<file path="src/rtl/sdram_pwrup_pkg.sv">
package sdram_pwrup_pkg;

  typedef enum logic [2:0] {
    MODE_NORMAL = 3'b000,
    MODE_NOP    = 3'b001,
    MODE_PRE    = 3'b010,
    MODE_MRS    = 3'b011,
    MODE_CBR    = 3'b100
  } cmd_mode_e;

  typedef enum logic [3:0] {
    ST_IDLE,
    ST_SETTLE,
    ST_NOP,
    ST_NOP_WAIT,
    ST_PRE,
    ST_PRE_WAIT,
    ST_CBR,
    ST_CBR_WAIT,
    ST_MRS,
    ST_MRS_WAIT,
    ST_NORMAL,
    ST_DONE
  } step_e;

  typedef struct packed {
    logic cs_n;
    logic ras_n;
    logic cas_n;
    logic we_n;
  } sdram_pins_t;

  localparam sdram_pins_t PINS_DESEL = '{cs_n: 1'b1, ras_n: 1'b1, cas_n: 1'b1, we_n: 1'b1};

  function automatic int unsigned max_u(input int unsigned a, input int unsigned b);
    return (a > b) ? a : b;
  endfunction

endpackage

</file>
<file path="src/rtl/pwrup_wait_timer.sv">
module pwrup_wait_timer #(
  parameter int unsigned CNT_W = 8
) (
  input  logic             clk_i,
  input  logic             rst_ni,
  input  logic             load_i,
  input  logic [CNT_W-1:0] load_val_i,
  output logic             zero_o
);

  logic [CNT_W-1:0] cnt_q;

  always_ff @(posedge clk_i or negedge rst_ni) begin
    if (!rst_ni) begin
      cnt_q <= '0;
    end else if (load_i) begin
      cnt_q <= load_val_i;
    end else if (cnt_q != '0) begin
      cnt_q <= cnt_q - 1'b1;
    end
  end

  assign zero_o = (cnt_q == '0);

  // down-counter must park at zero, never wrap
  a_r11_timer_parks: assert property (@(posedge clk_i) disable iff (!rst_ni)
    (!load_i && zero_o) |=> zero_o);

  // a loaded value is followed by exactly one decrement per clock
  a_r5_timer_decrements: assert property (@(posedge clk_i) disable iff (!rst_ni)
    (!load_i && !zero_o) |=> (cnt_q == $past(cnt_q) - 1'b1));

endmodule

</file>
<file path="src/rtl/pwrup_cmd_encode.sv">
module pwrup_cmd_encode
  import sdram_pwrup_pkg::*;
#(
  parameter int unsigned ADDR_W = 13
) (
  input  logic [2:0]        mode_i,
  input  logic              issue_i,
  input  logic [ADDR_W-1:0] mode_val_i,
  output sdram_pins_t       pins_o,
  output logic [ADDR_W-1:0] addr_o
);

  always_comb begin
    pins_o = PINS_DESEL;
    addr_o = '0;
    if (issue_i) begin
      unique case (mode_i)
        MODE_NOP: pins_o = '{cs_n: 1'b0, ras_n: 1'b1, cas_n: 1'b1, we_n: 1'b1};
        MODE_PRE: pins_o = '{cs_n: 1'b0, ras_n: 1'b0, cas_n: 1'b1, we_n: 1'b0};
        MODE_CBR: pins_o = '{cs_n: 1'b0, ras_n: 1'b0, cas_n: 1'b0, we_n: 1'b1};
        MODE_MRS: begin
          pins_o = '{cs_n: 1'b0, ras_n: 1'b0, cas_n: 1'b0, we_n: 1'b0};
          addr_o = mode_val_i;
        end
        default: pins_o = PINS_DESEL;  // normal and reserved codes: nothing on the bus
      endcase
    end
  end

  always_comb begin
    if (issue_i && (mode_i > 3'd4)) begin
      a_r10_reserved_silent: assert (pins_o.cs_n && (addr_o == '0));
    end
  end

endmodule

</file>
<file path="src/rtl/pwrup_step_fsm.sv">
module pwrup_step_fsm
  import sdram_pwrup_pkg::*;
#(
  parameter int unsigned CNT_W        = 16,
  parameter int unsigned SETTLE_CYC   = 20000,
  parameter int unsigned NOP_WAIT_CYC = 200,
  parameter int unsigned TRC_CYC      = 7,
  parameter int unsigned MRS_WAIT_CYC = 2,
  parameter int unsigned CBR_COUNT    = 8
) (
  input  logic             clk_i,
  input  logic             rst_ni,
  input  logic             start_i,
  input  logic             trp_two_i,
  input  logic             wait_zero_i,
  output logic             load_o,
  output logic [CNT_W-1:0] load_val_o,
  output logic [2:0]       mode_o,
  output logic             issue_o,
  output logic             refresh_en_o,
  output logic             done_o
);

  localparam int unsigned CBR_W = $clog2(CBR_COUNT + 1);

  step_e            state_q, state_d;
  logic [CBR_W-1:0] cbr_cnt_q;
  logic             cbr_last;

  assign cbr_last = (cbr_cnt_q == CBR_W'(CBR_COUNT));

  always_comb begin
    state_d    = state_q;
    load_o     = 1'b0;
    load_val_o = '0;
    unique case (state_q)
      ST_IDLE: if (start_i) begin
        state_d    = ST_SETTLE;
        load_o     = 1'b1;
        load_val_o = CNT_W'(SETTLE_CYC - 1);
      end
      ST_SETTLE:   if (wait_zero_i) state_d = ST_NOP;
      ST_NOP: begin
        state_d    = ST_NOP_WAIT;
        load_o     = 1'b1;
        load_val_o = CNT_W'(NOP_WAIT_CYC - 2);
      end
      ST_NOP_WAIT: if (wait_zero_i) state_d = ST_PRE;
      ST_PRE: begin
        state_d    = ST_PRE_WAIT;
        load_o     = 1'b1;
        load_val_o = trp_two_i ? CNT_W'(0) : CNT_W'(1);
      end
      ST_PRE_WAIT: if (wait_zero_i) state_d = ST_CBR;
      ST_CBR: begin
        state_d    = ST_CBR_WAIT;
        load_o     = 1'b1;
        load_val_o = CNT_W'(TRC_CYC - 2);
      end
      ST_CBR_WAIT: if (wait_zero_i) state_d = cbr_last ? ST_MRS : ST_CBR;
      ST_MRS: begin
        state_d    = ST_MRS_WAIT;
        load_o     = 1'b1;
        load_val_o = CNT_W'(MRS_WAIT_CYC - 2);
      end
      ST_MRS_WAIT: if (wait_zero_i) state_d = ST_NORMAL;
      ST_NORMAL:   state_d = ST_DONE;
      ST_DONE:     state_d = ST_DONE;
      default:     state_d = ST_IDLE;
    endcase
  end

  always_ff @(posedge clk_i or negedge rst_ni) begin
    if (!rst_ni) begin
      state_q   <= ST_IDLE;
      cbr_cnt_q <= '0;
    end else begin
      state_q <= state_d;
      if (state_q == ST_CBR) cbr_cnt_q <= cbr_cnt_q + 1'b1;
    end
  end

  always_comb begin
    unique case (state_q)
      ST_PRE, ST_PRE_WAIT: mode_o = MODE_PRE;
      ST_CBR, ST_CBR_WAIT: mode_o = MODE_CBR;
      ST_MRS, ST_MRS_WAIT: mode_o = MODE_MRS;
      ST_NORMAL, ST_DONE:  mode_o = MODE_NORMAL;
      default:             mode_o = MODE_NOP;
    endcase
  end

  assign issue_o      = (state_q == ST_NOP) || (state_q == ST_PRE) ||
                        (state_q == ST_CBR) || (state_q == ST_MRS);
  assign refresh_en_o = (state_q == ST_DONE);
  assign done_o       = (state_q == ST_DONE);

  a_r5_cbr_bounded: assert property (@(posedge clk_i) disable iff (!rst_ni)
    cbr_cnt_q <= CBR_W'(CBR_COUNT));

  a_r5_mrs_after_all_cbr: assert property (@(posedge clk_i) disable iff (!rst_ni)
    (state_q == ST_MRS) |-> cbr_last);

  a_r9_done_sticky: assert property (@(posedge clk_i) disable iff (!rst_ni)
    done_o |=> done_o);

  a_r12_start_ignored_busy: assert property (@(posedge clk_i) disable iff (!rst_ni)
    (state_q != ST_IDLE && start_i) |=> (state_q != ST_SETTLE || $past(state_q) == ST_SETTLE));

endmodule

</file>
<file path="src/rtl/sdram_pwrup_seq.sv">
module sdram_pwrup_seq
  import sdram_pwrup_pkg::*;
#(
  parameter int unsigned ADDR_W       = 13,
  parameter int unsigned CLK_MHZ      = 100,
  parameter int unsigned SETTLE_US    = 200,
  parameter int unsigned NOP_WAIT_CYC = 200,
  parameter int unsigned TRC_NS       = 70,
  parameter int unsigned MRS_WAIT_CYC = 2,
  parameter int unsigned CBR_COUNT    = 8
) (
  input  logic              clk_i,
  input  logic              rst_ni,
  input  logic              start_i,
  input  logic [ADDR_W-1:0] mode_val_i,
  input  logic              trp_two_i,
  output logic              cs_no,
  output logic              ras_no,
  output logic              cas_no,
  output logic              we_no,
  output logic [ADDR_W-1:0] addr_o,
  output logic [2:0]        mode_sel_o,
  output logic              refresh_en_o,
  output logic              done_o
);

  localparam int unsigned SETTLE_CYC = CLK_MHZ * SETTLE_US;
  localparam int unsigned TRC_RAW    = (TRC_NS * CLK_MHZ + 999) / 1000;
  localparam int unsigned TRC_CYC    = (TRC_RAW < 2) ? 2 : TRC_RAW;
  localparam int unsigned MAX_LOAD   = max_u(max_u(SETTLE_CYC, NOP_WAIT_CYC),
                                             max_u(max_u(TRC_CYC, MRS_WAIT_CYC), 3));
  localparam int unsigned CNT_W      = $clog2(MAX_LOAD + 1);

  logic             load;
  logic [CNT_W-1:0] load_val;
  logic             wait_zero;
  logic             issue;
  sdram_pins_t      pins;

  pwrup_wait_timer #(
    .CNT_W(CNT_W)
  ) u_timer (
    .clk_i     (clk_i),
    .rst_ni    (rst_ni),
    .load_i    (load),
    .load_val_i(load_val),
    .zero_o    (wait_zero)
  );

  pwrup_step_fsm #(
    .CNT_W       (CNT_W),
    .SETTLE_CYC  (SETTLE_CYC),
    .NOP_WAIT_CYC(NOP_WAIT_CYC),
    .TRC_CYC     (TRC_CYC),
    .MRS_WAIT_CYC(MRS_WAIT_CYC),
    .CBR_COUNT   (CBR_COUNT)
  ) u_fsm (
    .clk_i       (clk_i),
    .rst_ni      (rst_ni),
    .start_i     (start_i),
    .trp_two_i   (trp_two_i),
    .wait_zero_i (wait_zero),
    .load_o      (load),
    .load_val_o  (load_val),
    .mode_o      (mode_sel_o),
    .issue_o     (issue),
    .refresh_en_o(refresh_en_o),
    .done_o      (done_o)
  );

  pwrup_cmd_encode #(
    .ADDR_W(ADDR_W)
  ) u_enc (
    .mode_i    (mode_sel_o),
    .issue_i   (issue),
    .mode_val_i(mode_val_i),
    .pins_o    (pins),
    .addr_o    (addr_o)
  );

  assign cs_no  = pins.cs_n;
  assign ras_no = pins.ras_n;
  assign cas_no = pins.cas_n;
  assign we_no  = pins.we_n;

  a_r6_addr_idle_zero: assert property (@(posedge clk_i) disable iff (!rst_ni)
    !(!cs_no && !ras_no && !cas_no && !we_no) |-> (addr_o == '0));

  a_r6_addr_mrs_value: assert property (@(posedge clk_i) disable iff (!rst_ni)
    (!cs_no && !ras_no && !cas_no && !we_no) |-> (addr_o == mode_val_i));

  a_r11_single_cycle_cmd: assert property (@(posedge clk_i) disable iff (!rst_ni)
    !cs_no |=> cs_no);

  a_r8_refresh_after_normal: assert property (@(posedge clk_i) disable iff (!rst_ni)
    $rose(refresh_en_o) |-> ($past(mode_sel_o) == MODE_NORMAL));

  a_r8_done_with_refresh: assert property (@(posedge clk_i) disable iff (!rst_ni)
    done_o == refresh_en_o);

  a_r9_quiet_when_done: assert property (@(posedge clk_i) disable iff (!rst_ni)
    done_o |-> (cs_no && mode_sel_o == MODE_NORMAL));

  a_r7_normal_is_silent: assert property (@(posedge clk_i) disable iff (!rst_ni)
    (mode_sel_o == MODE_NORMAL) |-> cs_no);

endmodule

</file>
<file path="config.mk">
export PLATFORM = sky130hd
export DESIGN_NAME = sdram_pwrup_seq
export DESIGN_NICKNAME = d
export VERILOG_FILES = /design/src/rtl/sdram_pwrup_pkg.sv /design/src/rtl/pwrup_wait_timer.sv /design/src/rtl/pwrup_cmd_encode.sv /design/src/rtl/pwrup_step_fsm.sv /design/src/rtl/sdram_pwrup_seq.sv
export SDC_FILE = /design/constraint.sdc
export NUM_CORES = 1
export LEC_CHECK = 0
export BUFFER_PORTS_ARGS = -buffer_cell sky130_fd_sc_hd__buf_2
export CORE_MARGIN = 2
export CORE_UTILIZATION = 40
export CTS_BUF_LIST = sky130_fd_sc_hd__clkbuf_2 sky130_fd_sc_hd__clkbuf_4 sky130_fd_sc_hd__clkbuf_8
export DETAILED_ROUTE_END_ITERATION = 12
export HOLD_SLACK_MARGIN = 0.06
export PLACE_DENSITY = 0.75
export REMOVE_ABC_BUFFERS = 1
export SKIP_LAST_GASP = 1
export SLEW_MARGIN = 20
export SYNTH_ARGS = -nofsm -noshare
export SYNTH_HDL_FRONTEND = slang
export SYNTH_HIERARCHICAL = 1
export SYNTH_SLANG_ARGS = --single-unit
</file>
<file path="constraint.sdc">
create_clock -name clk_i -period 2.3 [get_ports clk_i]
set_input_delay 0.23 -clock clk_i [delete_from_list [all_inputs] [get_ports clk_i]]
set_output_delay 0.23 -clock clk_i [all_outputs]
set_load 0.03 [all_outputs]
</file>
Word level (Yosys, flattened, before mapping)
Memory sizes are Yosys's and may differ from the RTL's.
Cells that the tools add are included.
Word-level totals
  bits in registers: 23
  bits in read-only memories: 48
  input port bits: 17
  output and inout bits: 22
  word-level logic and storage cells: 57
  memories: 1
Cells by class
  add/sub/neg operators: 2
  equality and inequality tests: 22
  muxes and demuxes: 19
  reduce and logical (&&, ||, !) cells: 10
Memories
  (no name shown): words 16, width 3, rd ports 1, clocked after memory_dff 0, write ports 0, RTL line pwrup_step_fsm.sv:84  | unique case (state_q)
Operators with widths (number)
  $pmux W15 S4: 1
  $mux W15: 3
  $pmux W4 S11: 1
  $mux W4: 8
  $mux W13: 2
  $eq A4 B4 Y1 const B: 5
  $eq A4 B3 Y1 const B: 4
  $pmux W4 S4: 1
  $logic_not A15 Y1: 1
  $reduce_bool A15 Y1: 1
  $sub A15 B1 Y15 const B: 1
  $ne A2 B1 Y1 const B: 5
  $eq A4 B2 Y1 const B: 2
  $eq A3 B2 Y1 const B: 2
  $reduce_and A6 Y1: 1
  $add A4 B1 Y4 const B: 1
  $eq A4 B1 Y1 const B: 1
  $logic_not A4 Y1: 1
  $reduce_or A4 Y1: 1
  $eq A3 B1 Y1 const B: 1
  $eq A3 B3 Y1 const B: 1
  $logic_or A1 B1 Y1: 3
  $mux W1: 2
  $ne A2 B2 Y1 const B: 1
  other kinds (3): 3

Logic depth before layout (Yosys ltp)
Gate-level depths: netlist of run 1.
  depth after elaboration: 5
  gate-level depth with buffers: 7
  mapped depth without buffers: 7

Cells and area by module
Netlist of run 1, hierarchy kept.
Modules (own cells, without submodules)
  pwrup_wait_timer: times used 1, cells an instance 79, area each 829.5 µm², sequential area each 375.4 µm²
  pwrup_step_fsm: times used 1, cells an instance 73, area each 620.6 µm², sequential area each 200.2 µm²
  pwrup_cmd_encode: times used 1, cells an instance 22, area each 162.7 µm², sequential area each 0.0 µm²

Least setup slack after synthesis of run 1
OpenSTA, ideal clock, no wires.
  path kind: register to register
  from: reg u_timer.cnt_q[0]
  to: reg u_fsm.state_q[1]
  library setup time: 0.136 ns
  arrival: 2.259 ns
  required time: 2.164 ns
  setup slack: -0.095 ns
  cell stages (with the launch flop): 8
  buffers on the path: 0
  clock period less this slack: 2.395 ns
  cells stage by stage: dfrtp_1 > inv_1 > ha_1 > or4b_1 > nor4b_4 > nand3_2 > nor4b_2 > a2111oi_1
On the way
  word-level cells in the longest chain between the ends: 3
  elaborated cells between the ends (all ways): 7
  those cells by class: 5 x eq/ne; 2 x reduce/logical
Ends and longest elaborated chain
  start, declared: RTL line pwrup_wait_timer.sv:11  | logic [CNT_W-1:0] cnt_q;
  start signal, assigned: RTL line pwrup_wait_timer.sv:17  | cnt_q <= load_val_i;
  start signal, assigned: RTL line pwrup_wait_timer.sv:19  | cnt_q <= cnt_q - 1'b1;
  $logic_not A15 Y1 *: RTL line pwrup_wait_timer.sv:23  | assign zero_o = (cnt_q == '0);
  via wait_zero: RTL line sdram_pwrup_seq.sv:36  | logic wait_zero;
  $ne A2 B1 Y1 (no source line)
  $reduce_and A6 Y1 (no source line) *
  end signal, assigned: RTL line pwrup_step_fsm.sv:78  | state_q <= state_d;
  end, declared: RTL line pwrup_step_fsm.sv:26  | step_e state_q, state_d;
Mark *: on every way through the listed nets, which the timed path passes. The rest lies on a longest branch.
A chain may end at the register's enable or synchronous reset.

Final worst setup path of run 1
  from: reg u_timer.cnt_q[0]
  to: reg u_timer.cnt_q[7]
On the way
  word-level cells in the longest chain between the ends: 3
  elaborated cells between the ends (all ways): 5
  those cells by class: 1 x add/sub; 2 x mux; 2 x reduce/logical
Ends and longest elaborated chain
  $sub A15 B1 Y15: RTL line pwrup_wait_timer.sv:19
  $mux W15: RTL line pwrup_wait_timer.sv:18  | end else if (cnt_q != '0) begin
  $mux W15: RTL line pwrup_wait_timer.sv:16  | end else if (load_i) begin
Parallel ways exist; a longest one is shown, timed or not. The select of a mux whose other input is x is not followed.

==> results of run 1 <==
## metrics by stage
step                      setup TNS (ps)  instance area [µm²]  setup WS [ps]  power (µW)  hold slack [ps]
after floorplan                    -3845                 1491         -327.9        1054           -65.59
after global placement                 0                 1809          126.6        1192            227.5
after detailed placement               0                 1809          17.80        1209            235.0
after CTS                              0                 1874          28.62        1467            380.0
after global routing                   0                 1962          4.311        1632            418.2
final                                  0                 1962          106.2        1502            387.9
## layer usage
metal	vias to the layer above	GRT usage (%)
met3	0	3.500
met2	47	26.47
met5	-	0
met1	636	18.90
met4	0	0.7653
li1	686	-
## cells in the mapped netlist (2+ instances only)
cell type / instances
dfrtp_1: 23
buf_4: 12
nand2_1: 11
and2_2: 10
nor3_1: 9
xor2_1: 9
a22o_1: 8
inv_1: 7
nor2_1: 7
o21ai_0: 7
a21oi_1: 6
or4_1: 5
xnor2_1: 5
and2_1: 4
buf_2: 4
o31ai_1: 4
clkbuf_1: 3
ha_1: 3
nand2b_1: 3
a211oi_1: 2
a21o_1: 2
nor2b_1: 2
nor4_1: 2
o41ai_1: 2
or3_1: 2
## state kept, by name, indices dropped and copies added, names as in the netlist
signal,cells
u_fsm/cbr_cnt_q,4
u_timer/cnt_q,15
u_fsm/state_q,4
## cell families after synthesis
family | share of synthesized area (%)
buf+inv | 9.853
simple gates | 28.55
mux | 0.6982
other cells | 0.2325
flops | 35.69
xor+xnor | 7.603
fa+ha+maj | 2.328
compound gates | 15.05
## layout make-up
class	count	area share, %
clock buffer	3	2.105
timing repair buffer	53	16.90
inverter	7	1.339
multi-input combinational	127	46.75
clock inverter	1	0.2551
tap	50	3.189
sequential	23	29.46
## tightest hold or removal path: stages
cell and delay, ps:
buf_2 120, a21o_1 150, inv_1 40, a221oi_1 70
## timing repair
item                                    4_1_cts  5_1_grt
gates resized for setup                       3        7
endpoints found under the hold margin        23        0
pin swaps                                     0        3
hold buffers                                  1        0
setup buffers                                 0        6
cloned                                        0        1
endpoints found under the setup margin       14       17
## worst max path at each step
stage | endpoint | slack (ps)
6_report | u_timer/cnt_q[7] | 110
5_1_grt | addr_o[8] | 4
4_1_cts | u_timer/cnt_q[7] | 30
3_5_place_dp | u_timer/cnt_q[7] | 20
3_3_place_gp | u_timer/cnt_q[7] | 130
2_1_floorplan | u_timer/cnt_q[13] | -330
## power by group through the flow
stage          clock, µW  sequential, µW  combinational, µW
6_report             247             693                563
5_1_grt              279             715                638
4_1_cts              259             690                518
3_5_place_dp           0             695                514
3_3_place_gp           0             690                502
2_1_floorplan          0             664                389
==> metrics.txt, run 1 <==
status=complete, no violations; vias in the first global route=about 1.2k; Flop pwr share=a little under half; # H-tree levels=1; Max Slew Vio Count=0; hold crit path type=input port to flop; largest net degree at the start of global routing=24; First-pass DRT Iterations=4; Crit path largest cell delay=approximately 480 ps; top-area cell type share of the netlist area=approximately 36%; Syn Area/Cell=roughly 9.3 µm²; post-layout min period=around 2200 ps; CTS tree=yes; Max Cap Viol=0; metal2 WL=1515 µm; cell count after synthesis=between 150 and 200; Inserted Clock Buffers=3; final net count=between 200 and 250; startpoint types=flop; worst-skew pair later-pin latency=between 200 and 300 ps; pwr/cell area=765.8 nW/µm²; initial drt markers=96; EDFF count, synth=0; Final Hold Viols=0; # rows=23; root buf cell=clkbuf_8; reg-to-reg slack, setup=roughly 110 ps; hold depth=4; routed len/inst=12.11 µm; maximum VDD drop=241.1 µV; die area=~4600 µm²; WL final=around 3200 µm; num ports=39; critical path startpoint=u_timer/cnt_q[0]; highest metal used=met3; Final ANT Viol Nets=0; Layout area overhead=21.64%; Worst EP arrival=~2300 ps; clock buffer depth=2; met3 routed WL=181 µm; Seq/Total Area, Yosys=between 30% and 40%; FMAX=approximately 460 MHz; slowest stage cell, crit path=or4b_4; hold wc startpoint=start_i; Final Core Density=between 40% and 50%; clock sinks=23; maximum fanout along the worst path=5; Leak Pwr=roughly 0.00094 µW; DPL Wire Length=about 2300 µm; crit path capture type=flop; Hold EP=u_timer/cnt_q[1]; FF-to-FF Start=u_timer/cnt_q[0]; Total GRT Usage=14.80%; WL met1=around 1500 µm; Vias=about 1.4k; grt total ovfl=0; ant diodes=0; Reg clk slew, reported paths=about 80 ps; commonest non-fill, non-tap cells in the layout=buf_2 (39), dfrtp_1 (21), nand2_1 (11), and2_2 (10), buf_4 (10); first-pass GRT wire length=roughly 5300 µm; top_reg_cell synth=dfrtp_1; RSZ-0062 raised after global routing=false; Buffers on Ports=38; Slew @ Worst Pin=about 510 ps; Filler cells=339; Critical Path RT=around 2400 ps; initial core utilization=about two fifths; R2R depth=7; Crit path max-delay family=simple AND/OR/NAND/NOR gates; Core ar.=about 3900 µm²; clock skew=approximately 2.8 ps; commonest non-fill, non-tap cell in the layout=buf_2; Synth warnings=6; asr flop ratio synth=100.0%; crit-path cells=inv_2, ha_2, or4b_4, nor4b_4, buf_6, o31ai_1, mux2_1; Final Cycle Share=95.38%; Placer Congestion=approximately 0.76; clock power share=approximately 16%; sequential cell area=about 580 µm²; Layout Cells excl Fill=264; cell accounting for the most synthesized area=dfrtp_1; switching portion of total power=34.90%; layout cells sized above 1=a little under two fifths; multi-input logic area=917.1 µm²; critical path type=flop to flop; Post-Place Cells=approximately 250; top post-synthesis cells by area=dfrtp_1 (36%), buf_4 (5.6%), xor2_1 (4.9%); die width=between 60 and 70 µm; Synth Cell Area=~1600 µm²; final setup violation count=0; initial antenna violation count=0; Unique masters post-synth=between 40 and 50; Max-slew headroom=around two thirds; power share of the combinational group=a little under two fifths; Residual DRC=0; Psw=roughly 520 µW; Die Ht=67.50 µm; critical path depth=7; P_int=between 900 and 1000 µW; #FFs+latches synth=23; DR vias/cell=5.186; worst path bufs/invs=2; capturing point of the worst reg2reg path=u_timer/cnt_q[7]
(Power assumes the default switching activity.)
==> inputs of run 2 (changes only) <==
--- a/config.mk
+++ b/config.mk
@@ -6,6 +6,7 @@
 export NUM_CORES = 1
 export LEC_CHECK = 0
 export BUFFER_PORTS_ARGS = -buffer_cell sky130_fd_sc_hd__buf_2
+export CORE_ASPECT_RATIO = 1.2
 export CORE_MARGIN = 2
 export CORE_UTILIZATION = 40
 export CTS_BUF_LIST = sky130_fd_sc_hd__clkbuf_2 sky130_fd_sc_hd__clkbuf_4 sky130_fd_sc_hd__clkbuf_8
==> run 2 against run 1 <==
Clock skew is 0.75 ps lower. Non-clock buffer count is 6 lower. Sequential share of layout area is 0.89 points higher. Cell area is 2.9% lower. Routed wire length is 2.9% lower. Critical path type unchanged. Critical endpoint is now u_fsm/state_q[1]. Highest routed layer is now met4.
==> metrics.txt, run 2 (synthesis results as in run 1) <==
post-layout min period=2177 ps (was 2194 ps); Worst EP arrival=2310 ps (was 2340 ps); WL final=3105 µm (was 3198 µm); Filler cells=378 (was 339); startpoint types=flop (unchanged); vias in the first global route=1232 (was 1224); grt total ovfl=0 (unchanged); initial core utilization=41.25% (was 40.91%); sequential cell area=578.1 µm² (unchanged); clock buffer depth=2 (unchanged); First-pass DRT Iterations=4 (unchanged); Inserted Clock Buffers=3 (unchanged); hold crit path type=input port to flop (unchanged); root buf cell=clkbuf_8 (unchanged); Die Ht=73.56 µm (was 67.50 µm); Final Cycle Share=94.65% (was 95.38%); DR vias/cell=5.099 (was 5.186); initial drt markers=53 (was 96); Max Slew Vio Count=0 (unchanged); DPL Wire Length=2300 µm (was 2279 µm); Core ar.=3910 µm² (was 3943 µm²); status=complete, no violations (unchanged); largest net degree at the start of global routing=24 (unchanged); Vias=1336 (was 1369); CTS tree=yes (unchanged); total power=1461 µW (was 1502 µW); # rows=25 (was 23); maximum VDD drop=351.5 µV (was 241.1 µV); Reg clk slew, reported paths=80 ps (about the same); RSZ-0062 raised after global routing=true (was false); Final Hold Viols=0 (unchanged); die width=61.97 µm (was 67.50 µm); crit path capture type=flop (unchanged); commonest non-fill, non-tap cell in the layout=buf_2 (unchanged); Crit path largest cell delay=500 ps (was 480 ps); Final Core Density=48.70% (was 49.76%); layout cells sized above 1=35.10% (was 38.32%); pwr/cell area=767.1 nW/µm² (was 765.8 nW/µm²); final setup violation count=0 (unchanged); Post-DP Area=1807 µm² (was 1809 µm²); crit-path cells=inv_1, ha_1, or4b_4, nor4b_4, buf_6, a21oi_1, a2111oi_1 (was inv_2, ha_2, or4b_4, nor4b_4, buf_6, o31ai_1, mux2_1); clock sinks=23 (unchanged); multi-input logic area=909.6 µm² (was 917.1 µm²); most flop-heavy register=u_timer/cnt_q (unchanged); initial antenna violation count=0 (unchanged); Max Cap Viol=0 (unchanged); Residual DRC=0 (unchanged); first-pass GRT wire length=5181 µm (was 5292 µm); clock skew=2.054 ps (was 2.806 ps); Crit path max-delay family=simple AND/OR/NAND/NOR gates (unchanged); Total GRT Usage=14.60% (was 14.80%); max reg flops=15 (unchanged); Leak Pwr=0.0009112 µW (was 0.0009435 µW); commonest non-fill, non-tap cells in the layout=buf_2 (38), dfrtp_1 (21), nand2_1 (11), and2_2 (10) (was buf_2 (39), dfrtp_1 (21), nand2_1 (11), and2_2 (10), buf_4 (10)); worst path bufs/invs=2 (unchanged); worst-skew pair later-pin latency=260 ps (about the same); die area=4558 µm² (was 4556 µm²); routed len/inst=11.85 µm (was 12.11 µm); num ports=39 (unchanged); Buffers on Ports=38 (unchanged); FMAX=459.3 MHz (was 455.8 MHz); Placer Congestion=0.7775 (was 0.7571); biggest regs=u_timer/cnt_q x15, u_fsm/cbr_cnt_q x4, u_fsm/state_q x4 (unchanged); Critical Path RT=2430 ps (was 2440 ps); final net count=229 (was 235); critical path type=flop to flop (unchanged); # H-tree levels=1 (unchanged); Layout area overhead=18.08% (was 21.64%); ant diodes=0 (unchanged); slowest stage cell, crit path=or4b_4 (unchanged); maximum fanout along the worst path=11 (was 5); Final ANT Viol Nets=0 (unchanged); final instance area=1904 µm² (was 1962 µm²)
[run 2: through the flow]
| step | hold WS [ps] | cells | TNS, ps | setup WS [ps] |
|---|---|---|---|---|
| 2_1_floorplan | -65.59 | 157 | -3845 | -327.9 |
| 3_3_place_gp | 228.1 | 255 | 0 | 136.8 |
| 3_5_place_dp | 228.1 | 255 | 0 | 44.24 |
| 4_1_cts | 369.3 | 260 | 0 | 21.09 |
| 5_1_grt | 380.0 | 262 | -21.52 | -7.223 |
| 6_report | 365.1 | 262 | 0 | 123.0 |
[run 2: worst reg2reg max path: stages (launching register included)]
cell and delay (ps):
dfrtp_1 390, inv_1 100, ha_1 200, or4b_4 500, nor4b_4 290, buf_6 190
a21oi_1 80, a2111oi_1 300
[run 2: path summary, 6_finish.rpt]
path / start / endpoint / slack, ps / cells past startpoint
hold / removal: trp_two_i / u_timer/cnt_q[0] / 370 / 6
setup / recovery: u_timer/cnt_q[0] / u_fsm/state_q[1] / 120 / 7
hold reg to reg: u_fsm/cbr_cnt_q[3] / u_fsm/cbr_cnt_q[3] / 470 / 1
setup reg to reg: u_timer/cnt_q[0] / u_fsm/state_q[1] / 120 / 7
max in group asynchronous: rst_ni / u_fsm/state_q[1] / 1480 / 2
min in group asynchronous: rst_ni / u_timer/cnt_q[8] / 460 / 2
[run 2: power breakdown]
group | internal [µW] | switching [µW]
clock | 121 | 129
combinational | 275 | 225
sequential | 546 | 165
total | 941 | 519
[run 2: final cells by class]
type                       count  share of cell area (%)
tap                           54                   3.548
sequential                    23                   30.35
clock buffer                   3                   2.168
timing repair buffer          47                   14.52
clock inverter                 1                  0.2628
multi-input combinational    127                   47.77
inverter                       7                   1.380
[run 2: per-layer routing]
| layer | global-route usage [%] | vias up | wire [µm] |
|---|---|---|---|
| li1 | - | 666 | - |
| met4 | 4.965 | 0 | 42 |
| met2 | 25.81 | 41 | 1516 |
| met3 | 1.232 | 4 | 171 |
| met1 | 18.00 | 625 | 1376 |
| met5 | 0 | - | 0 |
[run 2: timing repair]
action,in CTS,in global routing
hold buffers,1,0
hold endpoints to repair,23,0
buffers inserted,0,2
pin swaps,0,1
resized for setup,2,5
setup endpoints to repair,13,18
==> inputs of run 3 (changes only) <==
--- a/config.mk
+++ b/config.mk
@@ -5,14 +5,14 @@
 export SDC_FILE = /design/constraint.sdc
 export NUM_CORES = 1
 export LEC_CHECK = 0
-export BUFFER_PORTS_ARGS = -buffer_cell sky130_fd_sc_hd__buf_2
+export BUFFER_PORTS_ARGS = -buffer_cell sky130_fd_sc_hd__buf_4
 export CORE_ASPECT_RATIO = 1.2
 export CORE_MARGIN = 2
-export CORE_UTILIZATION = 40
+export CORE_UTILIZATION = 30
 export CTS_BUF_LIST = sky130_fd_sc_hd__clkbuf_2 sky130_fd_sc_hd__clkbuf_4 sky130_fd_sc_hd__clkbuf_8
 export DETAILED_ROUTE_END_ITERATION = 12
 export HOLD_SLACK_MARGIN = 0.06
-export PLACE_DENSITY = 0.75
+export PLACE_DENSITY = 0.62
 export REMOVE_ABC_BUFFERS = 1
 export SKIP_LAST_GASP = 1
 export SLEW_MARGIN = 20
==> run 3 against run 2 <==
Register-to-register slack hardly changed. Worst setup slack better by 15 ps. Worst hold slack better by 2.7 ps. Sequential power is 0.6% lower. Sequential share of layout area is 1.5 points lower. Power is 0.73% higher. Combinational power is 0.8% higher. Non-clock buffer count is 1 lower. Final cell count is 2.7% higher. First-iteration DRC count is 13% lower. Critical endpoint unchanged.
==> metrics.txt, run 3 (synthesis results as in run 1) <==
status=complete, no violations (unchanged); Final Hold Viols=0 (unchanged); # H-tree levels=1 (unchanged); Worst EP arrival=2300 ps (was 2310 ps); Filler cells=552 (was 378); initial core utilization=30.87% (was 41.25%); post-layout min period=2162 ps (was 2177 ps); # rows=29 (was 25); First-pass DRT Iterations=4 (unchanged); startpoint types=flop (unchanged); Core ar.=5225 µm² (was 3910 µm²); most numerous cell on the critical path=nor4b_4; routed len/inst=12.52 µm (was 11.85 µm); grt total ovfl=0 (unchanged); Psw=521.6 µW (was 519.4 µW); final net count=228 (was 229); crit-path cells=inv_1, ha_1, or4b_4, nor4b_4, nand3_2, nor4b_4, a2111oi_2 (was inv_1, ha_1, or4b_4, nor4b_4, buf_6, a21oi_1, a2111oi_1); clock buffer depth=2 (unchanged); slowest stage cell, crit path=or4b_4 (unchanged); switching portion of total power=35.44% (was 35.56%); Post-DP Area=1919 µm² (was 1807 µm²); Buffers on Ports=38 (unchanged); maximum VDD drop=271.7 µV (was 351.5 µV); biggest regs=u_timer/cnt_q x15, u_fsm/cbr_cnt_q x4, u_fsm/state_q x4 (unchanged); Reg clk slew, reported paths=90 ps (was 80 ps); first-pass GRT wire length=5878 µm (was 5181 µm); clock sinks=23 (unchanged); Total GRT Usage=11.76% (was 14.60%); hold crit path type=input port to flop (unchanged); Flop pwr share=48.0% (was 48.6%); crit path capture type=flop (unchanged); DR vias/cell=4.963 (was 5.099); P_int=949.9 µW (was 941.4 µW); Die Ht=84.32 µm (was 73.56 µm); WL final=3368 µm (was 3105 µm); CTS tree=yes (unchanged); Final Cycle Share=94.01% (was 94.65%); Crit path max-delay family=simple AND/OR/NAND/NOR gates (unchanged); total power=1472 µW (was 1461 µW); Final ANT Viol Nets=0 (unchanged); pwr/cell area=731.8 nW/µm² (was 767.1 nW/µm²); initial antenna violation count=0 (unchanged); power share of the combinational group=34.2% (about the same); vias in the first global route=1407 (was 1232); ant diodes=0 (unchanged); Inserted Clock Buffers=3 (unchanged); Max Cap Viol=0 (unchanged); die width=70.93 µm (was 61.97 µm); layout cells sized above 1=35.75% (was 35.10%); Critical Path RT=2440 ps (was 2430 ps); most flop-heavy register=u_timer/cnt_q (unchanged); final instance area=2011 µm² (was 1904 µm²); FMAX=462.5 MHz (was 459.3 MHz); root buf cell=clkbuf_8 (unchanged); Vias=1335 (was 1336); die area=5981 µm² (was 4558 µm²); DPL Wire Length=2494 µm (was 2300 µm); worst-skew pair later-pin latency=270 ps (was 260 ps); worst path bufs/invs=1 (was 2); final setup violation count=0 (unchanged); Max Slew Vio Count=0 (unchanged); Crit path largest cell delay=490 ps (was 500 ps); commonest non-fill, non-tap cells in the layout=buf_4 (43), dfrtp_1 (20), nand2_1 (11), and2_2 (10) (was buf_2 (38), dfrtp_1 (21), nand2_1 (11), and2_2 (10)); clock power share=17.7% (was 17.1%); Layout area overhead=24.67% (was 18.08%); commonest non-fill, non-tap cell in the layout=buf_4 (was buf_2); critical path type=flop to flop (unchanged); clock skew=5.295 ps (was 2.054 ps); largest net degree at the start of global routing=24 (unchanged); Residual DRC=0 (unchanged); initial drt markers=46 (was 53); Placer Congestion=0.7699 (was 0.7775); num ports=39 (unchanged); maximum fanout along the worst path=3 (was 11); max reg flops=15 (unchanged); Leak Pwr=0.0009220 µW (was 0.0009112 µW)
run 3: metrics by stage:
step	util [%]	std cells	setup WS (ps)	hold WS (ps)	setup TNS (ps)
5_1_grt	38.48	269	-28.06	421.3	-41.30
6_report	38.48	269	137.8	367.7	0
3_5_place_dp	36.73	264	72.73	143.7	0
3_3_place_gp	36.73	264	125.1	141.5	0
4_1_cts	37.86	269	0.6157	370.9	0
2_1_floorplan	-	157	-327.9	-65.59	-3845
run 3: worst reg2reg max path: stages (launching register included):
cell and delay, ps:
dfrtp_1 400, inv_1 100, ha_1 190, or4b_4 490, nor4b_4 320, nand3_2 160
nor4b_4 280, a2111oi_2 90
run 3: path summary, 6_finish.rpt:
path / start / to / slack, ps / cells past startpoint
setup / recovery: u_timer/cnt_q[0] / u_fsm/state_q[1] / 140 / 7
hold / removal: start_i / u_timer/cnt_q[2] / 370 / 5
setup reg to reg: u_timer/cnt_q[0] / u_fsm/state_q[1] / 140 / 7
hold reg to reg: u_fsm/cbr_cnt_q[3] / u_fsm/cbr_cnt_q[3] / 480 / 1
max in group asynchronous: rst_ni / u_fsm/state_q[3] / 1660 / 2
min in group asynchronous: rst_ni / u_timer/cnt_q[13] / 390 / 2
run 3: layer usage:
metal / up-vias / GRT usage [%] / part of all wire, % / wire length [µm]
li1: 661 / - / - / -
met2: 43 / 22.09 / 49 / 1667
met5: - / 0 / 0 / 0
met1: 629 / 13.31 / 45 / 1501
met4: 0 / 4.117 / 0.68 / 23
met3: 2 / 1.681 / 5.2 / 175
run 3: area by class of cell:
type | count | area [µm²] | area share, %
clock inverters | 1 | 7.507 | 0.3734
clock buffers | 3 | 41.29 | 2.054
inverters | 7 | 26.28 | 1.307
well taps | 62 | 77.57 | 3.858
repair buffers | 46 | 364.1 | 18.11
multi-input cells | 127 | 914.6 | 45.49
flip-flops and latches | 23 | 579.3 | 28.81
run 3: power by group through the flow:
stage | Clock [µW] | Sequential (µW) | Combinational [µW]
2_1_floorplan | 0 | 664 | 389
3_3_place_gp | 0 | 705 | 493
3_5_place_dp | 0 | 702 | 501
4_1_cts | 270 | 699 | 503
5_1_grt | 285 | 733 | 570
6_report | 261 | 707 | 504
run 3: what timing repair did:
item / in CTS / in global routing
endpoints found under the hold margin: 23 / 0
hold buffers: 1 / 0
endpoints found under the setup margin: 0 / 20
resized for setup: 0 / 9
buffers inserted: 0 / 0
